`src/rtl/guard_pkg.sv`:
```
package guard_pkg;
  // Outcome of judging one measured word period
  typedef enum logic [1:0] {
    PER_CLEAN = 2'd0,
    PER_BAND  = 2'd1,
    PER_BAD   = 2'd2
  } period_class_t;

  localparam int TRIG_BITS = 6;  // deviation above this many bit clocks is loss of sync
  localparam int OK_BITS   = 5;  // deviation below this many bit clocks is clean
  localparam int RUN_NEED  = 2;  // clean periods needed before release
endpackage

```
`src/rtl/guard_por_timer.sv`:
```
module guard_por_timer #(
  parameter int RST_CLKS = 1024
) (
  input  logic clk,
  input  logic rst,
  input  logic pwr_good,
  output logic core_rst
);
  localparam int CW = $clog2(RST_CLKS + 1);
  localparam logic [CW-1:0] LAST = CW'(RST_CLKS);

  logic [CW-1:0] cnt;

  always_ff @(posedge clk) begin
    if (rst || !pwr_good) begin
      cnt      <= '0;
      core_rst <= 1'b1;
    end else if (core_rst) begin
      cnt      <= cnt + CW'(1);
      core_rst <= (cnt + CW'(1)) != LAST;
    end
  end

  // losing power puts the core back into reset on the next edge
  p_drop_resets_r1: assert property (@(posedge clk) disable iff (rst)
    !pwr_good |=> core_rst);

  // release only happens with power present
  p_release_needs_power_r1: assert property (@(posedge clk) disable iff (rst)
    $fell(core_rst) |-> $past(pwr_good));
endmodule

```
`src/rtl/guard_settle_timer.sv`:
```
module guard_settle_timer #(
  parameter int SETTLE_SAMPLES = 18436
) (
  input  logic clk,
  input  logic core_rst,
  input  logic word_rise,
  output logic settled
);
  localparam int CW = $clog2(SETTLE_SAMPLES + 1);
  localparam logic [CW-1:0] LAST = CW'(SETTLE_SAMPLES);

  logic [CW-1:0] cnt;

  always_ff @(posedge clk) begin
    if (core_rst) begin
      cnt     <= '0;
      settled <= 1'b0;
    end else if (word_rise && !settled) begin
      cnt     <= cnt + CW'(1);
      settled <= (cnt + CW'(1)) == LAST;
    end
  end

  // once settled, the interval never restarts without a reset
  p_settle_sticky_r3: assert property (@(posedge clk) disable iff (core_rst)
    settled |=> settled);
endmodule

```
`src/rtl/guard_drift_monitor.sv`:
```
module guard_drift_monitor
  import guard_pkg::*;
#(
  parameter int EXPECT_MCLK = 256,
  parameter int RATIO_W     = 4
) (
  input  logic               clk,
  input  logic               core_rst,
  input  logic               wclk,
  input  logic [RATIO_W-1:0] bclk_ratio,
  output logic               word_rise,
  output logic               sync_lost
);
  localparam int LIM_MAX = TRIG_BITS * ((1 << RATIO_W) - 1);
  localparam int PMAX    = EXPECT_MCLK + LIM_MAX + 2;
  localparam int PW      = $clog2(PMAX + 1) + 1;
  localparam logic [PW-1:0] EXP_W  = PW'(EXPECT_MCLK);
  localparam logic [PW-1:0] PMAX_W = PW'(PMAX);

  logic          prev_w;
  logic          armed;
  logic [PW-1:0] per_cnt;
  logic [1:0]    good_run;

  logic [PW-1:0] diff, trig_lim, ok_lim;
  logic          timeout;
  period_class_t cls;

  assign word_rise = wclk & ~prev_w;

  always_comb begin
    diff     = (per_cnt >= EXP_W) ? (per_cnt - EXP_W) : (EXP_W - per_cnt);
    trig_lim = PW'(TRIG_BITS) * PW'(bclk_ratio);
    ok_lim   = PW'(OK_BITS) * PW'(bclk_ratio);
    if (diff > trig_lim)    cls = PER_BAD;
    else if (diff < ok_lim) cls = PER_CLEAN;
    else                    cls = PER_BAND;
    timeout = armed && !word_rise && (per_cnt > (EXP_W + trig_lim));
  end

  always_ff @(posedge clk) begin
    if (core_rst) begin
      prev_w    <= wclk;
      armed     <= 1'b0;
      per_cnt   <= '0;
      sync_lost <= 1'b0;
      good_run  <= '0;
    end else begin
      prev_w <= wclk;
      if (word_rise) begin
        per_cnt <= PW'(1);
        armed   <= 1'b1;
      end else if (per_cnt != PMAX_W) begin
        per_cnt <= per_cnt + PW'(1);
      end

      if (timeout) begin
        sync_lost <= 1'b1;
        good_run  <= '0;
      end else if (word_rise && armed) begin
        if (cls == PER_BAD) begin
          sync_lost <= 1'b1;
          good_run  <= '0;
        end else if (sync_lost) begin
          if (good_run == 2'(RUN_NEED)) begin
            sync_lost <= 1'b0;
            good_run  <= '0;
          end else if (cls == PER_CLEAN) begin
            good_run <= good_run + 2'd1;
          end else begin
            good_run <= '0;
          end
        end
      end
    end
  end

  // sync only returns after the full run of clean periods
  p_release_after_run_r8: assert property (@(posedge clk) disable iff (core_rst)
    $fell(sync_lost) |-> ($past(good_run) == 2'(RUN_NEED)));

  // the run counter stays in range and is idle while in sync
  p_run_idle_in_sync_r7: assert property (@(posedge clk) disable iff (core_rst)
    !sync_lost |-> (good_run == 2'd0));

  // no loss of sync can be declared before the first edge arms the monitor
  p_unarmed_quiet_r9: assert property (@(posedge clk) disable iff (core_rst)
    !armed |=> !sync_lost);
endmodule

```
`src/rtl/startup_sync_guard.sv`:
```
module startup_sync_guard #(
  parameter int RST_CLKS       = 1024,
  parameter int SETTLE_SAMPLES = 18436,
  parameter int EXPECT_MCLK    = 256,
  parameter int RATIO_W        = 4
) (
  input  logic               clk,
  input  logic               rst,
  input  logic               pwr_good,
  input  logic               wclk,
  input  logic [RATIO_W-1:0] bclk_ratio,
  output logic               core_rst,
  output logic               mute,
  output logic               data_valid
);
  logic word_rise;
  logic settled;
  logic sync_lost;
  logic hold_off;

  guard_por_timer #(.RST_CLKS(RST_CLKS)) u_por (
    .clk      (clk),
    .rst      (rst),
    .pwr_good (pwr_good),
    .core_rst (core_rst)
  );

  guard_drift_monitor #(.EXPECT_MCLK(EXPECT_MCLK), .RATIO_W(RATIO_W)) u_drift (
    .clk        (clk),
    .core_rst   (core_rst),
    .wclk       (wclk),
    .bclk_ratio (bclk_ratio),
    .word_rise  (word_rise),
    .sync_lost  (sync_lost)
  );

  guard_settle_timer #(.SETTLE_SAMPLES(SETTLE_SAMPLES)) u_settle (
    .clk       (clk),
    .core_rst  (core_rst),
    .word_rise (word_rise),
    .settled   (settled)
  );

  assign hold_off = core_rst | ~settled | sync_lost;

  always_ff @(posedge clk) begin
    if (rst) begin
      mute       <= 1'b1;
      data_valid <= 1'b0;
    end else begin
      mute       <= hold_off;
      data_valid <= ~hold_off;
    end
  end

  // the core in reset means muted output one clock later
  p_reset_mutes_r2: assert property (@(posedge clk) disable iff (rst)
    core_rst |=> mute);

  // lost sync reaches the mute flag on the next clock
  p_lost_mutes_r4: assert property (@(posedge clk) disable iff (rst)
    sync_lost |=> (mute && !data_valid));

  // valid data never appears before settling completes
  p_valid_after_settle_r3: assert property (@(posedge clk) disable iff (rst)
    data_valid |-> $past(settled));

  // the two flags never agree
  p_flags_exclusive_r10: assert property (@(posedge clk) disable iff (rst)
    mute != data_valid);
endmodule

```
`config.mk`:
```
export PLATFORM = sky130hd
export DESIGN_NAME = startup_sync_guard
export DESIGN_NICKNAME = d
export VERILOG_FILES = /design/src/rtl/guard_pkg.sv /design/src/rtl/guard_por_timer.sv /design/src/rtl/guard_settle_timer.sv /design/src/rtl/guard_drift_monitor.sv /design/src/rtl/startup_sync_guard.sv
export SDC_FILE = /design/constraint.sdc
export NUM_CORES = 1
export LEC_CHECK = 0
export BUFFER_PORTS_ARGS = -buffer_cell sky130_fd_sc_hd__buf_2
export CAP_MARGIN = 25
export CELL_PAD_IN_SITES_DETAIL_PLACEMENT = 1
export CELL_PAD_IN_SITES_GLOBAL_PLACEMENT = 1
export CORE_ASPECT_RATIO = 2
export CORE_MARGIN = 3
export CORE_UTILIZATION = 47
export CTS_CLUSTER_SIZE = 8
export DETAILED_ROUTE_END_ITERATION = 12
export PLACE_DENSITY_LB_ADDON = 0.2
export SLEW_MARGIN = 0
export SYNTH_ARGS = -nofsm -noshare
export SYNTH_HDL_FRONTEND = slang
export SYNTH_SLANG_ARGS = --single-unit
```
`constraint.sdc`:
```
create_clock -name clk -period 3.7 [get_ports clk]
set_input_delay 1.11 -clock clk [delete_from_list [all_inputs] [get_ports clk]]
set_output_delay 1.11 -clock clk [all_outputs]
set_load 0.005 [all_outputs]
```
# Yosys cells after proc, flatten, opt, wreduce, memory -nomap -nowiden
# Cells that the tools add are included.
[totals]
regBits = 45
latchBits = 0
ram_bits = 0
mem_bits_ro = 0
out_inout_bits = 3
mem_count = 0
[op_classes]
addsub = 7
multipliers = 2
n_div = 0
magnitude_cmp = 4
eq_ne = 5
n_shift = 0
muxes = 15
n_bitwise = 6
n_reduce_logical = 15
[op_table]
columns = ["op", "n"]
rows = [
  ["15-bit by 1-bit adder with 15-bit output (second input constant)", 1],
  ["15-bit equality test (second input constant)", 1],
  ["11-bit by 1-bit adder with 11-bit output (second input constant)", 1],
  ["11-bit inequality test (second input constant)", 1],
  ["10-bit by 1-bit adder with 10-bit output (second input constant)", 1],
  ["9-bit by 7-bit adder with 10-bit output (first input constant)", 1],
  ["10-bit by 9-bit >= comparator with 1-bit output (second input constant)", 1],
  ["10-bit greater-than comparator", 1],
  ["10-bit by 7-bit greater-than comparator with 1-bit output", 1],
  ["10-bit by 7-bit less-than comparator with 1-bit output", 1],
  ["10-bit 2-to-1 mux", 1],
  ["2-bit 2-to-1 mux", 5],
  ["10-bit by 9-bit inequality test with 1-bit output (second input constant)", 1],
  ["10-bit by 9-bit subtractor with 10-bit output (second input constant)", 1],
  ["9-bit by 10-bit subtractor with 10-bit output (first input constant)", 1],
  ["1-bit 2-to-1 mux", 9],
  ["3-bit by 4-bit multiplier with 7-bit output (first input constant)", 1],
  ["2-bit by 4-bit multiplier with 6-bit output (first input constant)", 1],
  ["2-bit nonzero test", 3],
  ["2-bit equality test (second input constant)", 2],
  ["1-bit logical AND", 4],
  ["2-bit OR reduction", 2],
  ["1-bit zero test", 3],
  ["1-bit inverter", 3],
  ["6 further kinds", 7],
]

# Longest topological paths before layout
# Gate-level depths: netlist of the first run.
[depth]
ltp_word = 10
depth_mapped = 14

# Hierarchy
# Synthesis of the first run repeated with hierarchy kept, for this count alone.
[hier_totals]
hier_cells = 400
area_unflattened_um2 = 3440.8
[by_module_without_submodules]
columns = ["module", "instances", "cells_per_inst", "area_each_um2", "seq_area_each_um2"]
rows = [
  ["guard_drift_monitor", 1, 207, 1716.6, 300.3],
  ["guard_settle_timer", 1, 113, 985.9, 320.3],
  ["guard_por_timer", 1, 76, 679.4, 240.2],
  ["startup_sync_guard", 1, 4, 58.8, 40.0],
]

# Worst setup path after synthesis of the first run
# OpenSTA, ideal clock, no wires.
[synth_path]
path_type = "input -> register"
from = "input port bclk_ratio[1]"
to = "register u_drift.good_run[0]"
setup_ps = 74
t_arrival_ps = 3254
path_slack_ps = 372
stages = 11
cell_sequence = "ha_1 ha_1 inv_1 fa_1 xor2_1 ha_1 a21o_1 a2111oi_0 o21ai_1 nand3b_1 a31oi_1"
[synth_via]
elab_chain_len = 9
word_cells_on_any_way = 18
[synth_lines]
columns = ["element", "line", "rtl"]
rows = [
  ["start: declaration", "startup_sync_guard.sv:11", "input logic [RATIO_W-1:0] bclk_ratio,"],
  ["branches (longest 9 deep; another with 9-bit by 7-bit adder with 10-bit output)", "--", ""],
  ["end signal: assignment", "guard_drift_monitor.sv:69", "good_run <= good_run + 2'd1;"],
  ["end: declaration", "guard_drift_monitor.sv:23", "logic [1:0] good_run;"],
]
# Parallel ways; which one is timed is not known. The select of a mux whose other input is x is not followed.
# A chain may end at the register's enable or synchronous reset.

# Worst setup path after layout of the first run
# Ends and elaborated chain as after synthesis.

==> metrics.yaml, run 1 <==
reg2reg_slack_ps: 560
area_delta_synth_final_pct: 9.42
grt_use_met2_pct: 44.6
worst_slew_pin_slew_ps: 654
whs_ps: 512
irDropWorstVdd_v: 0.000363
clkTransAtPathRegs_ps: 60
p_leak_nw: 1.37
holdPathEnd: "u_settle.cnt[1]"
ys_warn_count: 0
p_int_uw: 768
tritoncts: "built"
syn_nets: 420
p_sw_uw: 238
power_density_mw_per_mm2: 295
finalCriticalPeriod_ps: 3440
seqCellArea_um2: 901
clk_path_buf_depth: 2
ant_nets: 0
layout_common_cells: "nor2_1 (53), dfxtp_1 (45), ha_1 (34)"
vias: 2711
cts_sinks: 45
rows: 41
crit_top_cell: "ha_1"
final_common_cell: "nor2_1"
track_usage_pct: 21.9
cp_slowest_cell: "a2111oi_0"
stdcell_area_mm2: 0.00341
globalRoute.totalOverflow: 0
ys_async_sr_fraction_pct: 0
synthesis.area_mm2: 0.00312
cp.required_ps: 3920
cp-end-kind: "flip-flop"
ys_seq_area_share_pct: 28.9
drv_cap: 0
htree_levels: 2
p_sw_share_pct: 23.6
fin_crit_sh_pct: 92.9
io_buffer_count: 10
r2r-end: "u_drift.sync_lost"
avgRoutedWirePerCell_um: 16.2
ys.flop_type: "dfxtp_1"
fin_util_pct: 53.7
clkPwrFrac_pct: 43.9
hold_depth: 2
avgViaCountPerCell: 5.71
ctsRootBufferMaster: "clkbuf_16"
fin_tns_setup_ps: 0
io_pins: 11
insertion_delay_ps: 290
rsz0062_at_grt: "false"
fp.dieW_um: 63.6
dp_cells: 467
synth.avg_cell_area_um2: 8.30
drtIter0Drc: 69
antenna_cells: 0
crit_path_start_kind: "input pin"
hold_viol: 0
p_seq_share_pct: 48.5
synth_enable_flop_cells: 0
cp_max_fo: 5
combinationalPowerShare_pct: 7.7
grt_pass1_wl_um: 13300
fillers: 832
timing.fmax_ghz: 0.291
setup_viol_count_final: 0
criticalPathCategory: "in2reg"
worst_r2r_path_depth: 13
place_ws_ps: -28.9
finalWeightedCongestion: 0.864
worstHoldPathType: "reg2reg"
drive_above_1_share_pct: 10.0
maxSlewViolCount: 0
coreArea_mm2: 0.00636
routed_wl_um: 7700
grtUsageMet1_pct: 20.3
worst-path-buf-inv: 2
dp_hpwl_um: 6100
power.total_mw: 1.01
fin_nets: 432
antenna_found_initial: 0
slew_headroom_pct: 56.2
slowest_delay_ps: 440
ys_ff_latch: 45
initial_utilization_pct: 49.1
first_global_vias: 2862
cts_buffers: 5
busiest_layer: "met2"
instances_no_fill: 475
dieHeight_um: 121
synth.distinct_cells: 60
ctsResizeCount: 0
r2r_start: "u_drift.per_cnt[0]"
multiInputGateArea_mm2: 0.00207
worstPathCellList: "buf_2 > ha_1 > ha_1 > inv_1 > fa_1 > xor2_1 > ha_1 > a21o_1 > a2111oi_0 > o21ai_1 > nand3b_1 > a31oi_1"
drc: 0
die_area_mm2: 0.00771
cpLargestDelayFamily: "adder cells"
grt_max_degree: 35
netlist_instances: 376
placed_area_mm2: 0.00327
arrival_ps: 3660
cts_setup_buffers: 0
hp-start: "u_settle.cnt[1]"
status: "completed"
setup_ws_ps: 261
ctsHoldBuffers: 0
first_pass_iters: 4
finalClockSkew_ps: 4.60
use_met3_pct: 3.06
==> layout make-up <==
cell class | instances | area share, %
repair buffers | 17 | 3.00
inverters | 22 | 2.42
clock inverters | 3 | 0.623
flip-flops and latches | 45 | 26.4
clock buffers | 5 | 3.66
multi-input cells | 297 | 60.8
well taps | 86 | 3.15
==> synth_stat cells (6+ instances only) <==
cell | count | share of area, %
xor2_1 | 27 | 7.6
o21ai_0 | 11 | 1.8
and3_1 | 9 | 1.8
nor3_1 | 9 | 1.4
xnor2_1 | 9 | 2.5
a21oi_1 | 17 | 2.7
inv_1 | 21 | 2.5
ha_1 | 34 | 14
dfxtp_1 | 45 | 29
clkbuf_1 | 7 | 0.84
nor2_1 | 53 | 6.4
nand2b_1 | 9 | 1.8
nand2_1 | 19 | 2.3
nand3_1 | 16 | 2.6
a31oi_1 | 6 | 1.2
nand4_1 | 11 | 2.2
==> registers in the layout, indices dropped and copies added (netlist names) <==
register,cells
u_drift.sync_lost,1
u_drift.prev_w,1
u_drift.armed,1
u_settle.cnt,15
u_drift.per_cnt,10
mute,1
u_por.cnt,11
u_drift.good_run,2
u_por.core_rst,1
u_settle.settled,1
data_valid,1
==> tightest hold or removal path, cell delays in order (launching register included) <==
cell     delay (ps)
dfxtp_1         340
nand2_1          70
a21oi_1          50
==> power by group through the flow <==
stage	clock [mW]	sequential, mW	combinational (mW)
after global routing	0.475	0.487	0.0892
after floorplan	0	0.498	0.0508
after CTS	0.460	0.487	0.0780
after detailed placement	0	0.498	0.0775
after global placement	0	0.498	0.0737
final	0.441	0.487	0.0773
==> worst max path at each step <==
stage | start | end | slack, ps | cells past startpoint
after floorplan | bclk_ratio[1] | u_drift.good_run[0] | 370 | 11
after global placement | bclk_ratio[0] | u_drift.sync_lost | 60 | 11
after detailed placement | bclk_ratio[0] | u_drift.sync_lost | -30 | 11
after CTS | bclk_ratio[0] | u_drift.sync_lost | 280 | 11
after global routing | bclk_ratio[1] | u_drift.good_run[1] | 80 | 13
final | bclk_ratio[1] | u_drift.good_run[0] | 260 | 12
==> metal layers <==
layer	part of all wire, %	vias up
met3	1.4	15
li1	-	1355
met4	3.6	0
met1	36	1319
met2	59	22
met5	0	-
==> kinds of logic (layout without fill, tap and decap cells) <==
logic type,Yosys count,in the layout,share of synthesized area (%)
simple gates,158,158,26.9
compound gates,63,63,13.1
flops,45,45,28.9
fa+ha+maj,36,36,14.9
xor+xnor,36,36,10.1
buf+inv,34,47,4.65
mux,4,4,1.44
No activity file was read; power rests on OpenSTA's default activity.
==> run 2: changes to the inputs <==
CORE_UTILIZATION = 48   (was 47)
SYNTH_HIERARCHICAL = 1   (was default)
==> run 2 against run 1 <==
  * First-iteration DRC count unchanged
  * Critical path depth up 1
  * Area after synthesis up 10%
  * Critical path type unchanged
  * Largest cell class unchanged
==> metrics.yaml, run 2 <==
dp_cells: 488
io_pins: 11
htree_levels: 2
instances_no_fill: 495
synth_enable_flop_cells: 0
rows: 43
maxSlewViolCount: 0
cp_num_cells: 13
worst_r2r_path_depth: 12
die_area_mm2: 0.00828
status: "completed"
largest_reg_flops: 15
reg_top3: "u_settle/cnt x15, u_por/cnt x11, u_drift/per_cnt x10"
irDropWorstVdd_v: 0.000316
worst_slew_pin_slew_ps: 626
worstHoldPathType: "reg2reg"
syn_nets: 446
insertion_delay_ps: 290
area_delta_synth_final_pct: 6.91
ctsResizeCount: 0
drv_cap: 0
cp.required_ps: 3860
track_usage_pct: 22.8
first_global_vias: 3191
ys.flop_type: "dfxtp_1"
synth_top_area_share_pct: 26.2
fin_nets: 451
yosys.area.top_type: "dfxtp_1"
setup_viol_count_final: 0
synthSimpleGateAreaFrac_pct: 26.5
yosys.cell_count.top_type: "nor2_1"
globalRoute.totalOverflow: 0
cts_buffers: 5
routed_wl_um: 8580
r2r-end: "u_drift/sync_lost"
ys_async_sr_fraction_pct: 0
fp.dieW_um: 65.9
synth.avg_cell_area_um2: 8.60
drive_above_1_share_pct: 13.1
clk_path_buf_depth: 2
grt_max_degree: 37
ant_nets: 0
ys_seq_area_share_pct: 26.2
ys_ff_latch: 45
io_buffer_count: 10
synth.area.top_cells: "dfxtp_1 (26%), ha_1 (13%), xor2_1 (7.4%), nor2_1 (5.8%), xnor2_1 (3.6%)"
fin_crit_sh_pct: 87.6
layout_common_cells: "nor2_1 (53), dfxtp_1 (45), ha_1 (36)"
dp_hpwl_um: 6710
slowest_delay_ps: 300
synth_top_family_by_area: "simple AND/OR/NAND/NOR gates"
rsz0062_at_grt: "false"
criticalPathCategory: "in2reg"
p_leak_nw: 1.47
synthXorXnorAreaFrac_pct: 10.9
clkTransAtPathRegs_ps: 60
finalCriticalPeriod_ps: 3240
coreArea_mm2: 0.00694
power_density_mw_per_mm2: 275
cp-endpoint: "u_drift/sync_lost"
finalWeightedCongestion: 0.813
fin_tns_setup_ps: 0
reg2reg_slack_ps: 480
worst-path-buf-inv: 1
avgViaCountPerCell: 5.89
largest-register: "u_settle/cnt"
finalClockSkew_ps: 4.80
cts_setup_buffers: 0
r2r_start: "u_drift/per_cnt[6]"
synth_compound_area_share_pct: 14.7
vias: 2915
synth_common_cells: "nor2_1 (53), dfxtp_1 (45), ha_1 (36)"
cp-end-kind: "flip-flop"
crit_path_start_kind: "input pin"
cp_max_fo: 5
slew_headroom_pct: 58.2
ys_warn_count: 6
fin_util_pct: 53.0
drtIter0Drc: 69
antenna_cells: 0
critical_path.startpoint: "bclk_ratio[1]"
cp_slowest_cell: "ha_1"
hold_viol: 0
worstPathCellList: "buf_2 > ha_1 > a21oi_1 > nor2_1 > nor2_1 > xor2_1 > ha_1 > a211oi_1 > o21ai_0 > o21ai_2 > and4_4 > or2_1 > a21oi_1"
final_common_cell: "nor2_1"
drc: 0
cpLargestDelayFamily: "compound AO/OA/AOI/OAI gates"
grt_pass1_wl_um: 14800
ctsHoldBuffers: 0
arrival_ps: 3400
netlist_instances: 400
initial_utilization_pct: 49.6
first_pass_iters: 4
synthAdderAreaFrac_pct: 14.3
synth_mux_area_share_pct: 0.909
cts_sinks: 45
timing.fmax_ghz: 0.309
tritoncts: "built"
synthesis.area_mm2: 0.00344
dieHeight_um: 126
ctsRootBufferMaster: "clkbuf_16"
synth.distinct_cells: 72
avgRoutedWirePerCell_um: 17.3
antenna_found_initial: 0
[run 2: kinds of logic after synthesis]
family / after synthesis
multiplexers: 3
buffers and inverters: 43
AO/OA/AOI/OAI: 67
XOR/XNOR: 43
AND/OR/NAND/NOR: 161
adder cells (fa/ha/maj): 38
flip-flops: 45
[run 2: metrics by stage]
step	cell area, um^2	worst slack [ps]	total power [mW]	hold slack, ps
2_1_floorplan	3440	539	0.550	461
3_3_place_gp	3530	177	0.574	480
3_5_place_dp	3530	160	0.579	492
4_1_cts	3680	456	1.03	505
5_1_grt	3680	302	1.06	529
6_report	3680	460	1.01	502
[run 2: worst min-delay path by stage]
stage / start / end / depth (start not counted)
floorplan: u_drift/good_run[1] / u_drift/good_run[1] / 2
global placement: u_drift/good_run[0] / u_drift/good_run[0] / 2
detailed placement: u_settle/settled / mute / 1
CTS: u_drift/good_run[1] / u_drift/good_run[1] / 2
global route: u_drift/good_run[0] / u_drift/good_run[0] / 2
finish: u_drift/good_run[0] / u_drift/good_run[0] / 2
[run 2: report_power, final]
group          switching, mW  internal (mW)  leakage, nW  total, mW
clock                  0.181          0.265       0.0690      0.446
sequential           0.00198          0.486        0.363      0.488
combinational         0.0462         0.0325         1.04     0.0787
[run 2: layer usage]
| layer | part of all wire, % | track usage, % | vias to the layer above |
|---|---|---|---|
| li1 | - | - | 1428 |
| met1 | 35 | 21.7 | 1417 |
| met2 | 56 | 42.7 | 41 |
| met3 | 2.0 | 2.94 | 29 |
| met4 | 6.8 | 15.4 | 0 |
| met5 | 0 | 0 | - |
[run 2: area by class of cell]
class / count / area, um^2
fillers: 847 / 3260
multi-input cells: 312 / 2310
flip-flops and latches: 45 / 901
clock inverters: 1 / 7.51
inverters: 21 / 78.8
repair buffers: 20 / 125
well taps: 90 / 113
clock buffers: 6 / 139
[run 2: worst register-to-register path: stages, from the launching register on]
cell and delay, ps:
dfxtp_1 400, nor3_2 350, nand3_1 140, o31ai_2 380, nor2_1 120, xor2_1 400
ha_1 340, a21oi_1 190, o21ai_0 120, o21ai_2 200, and4_4 290, or2_1 110
a21oi_1 60
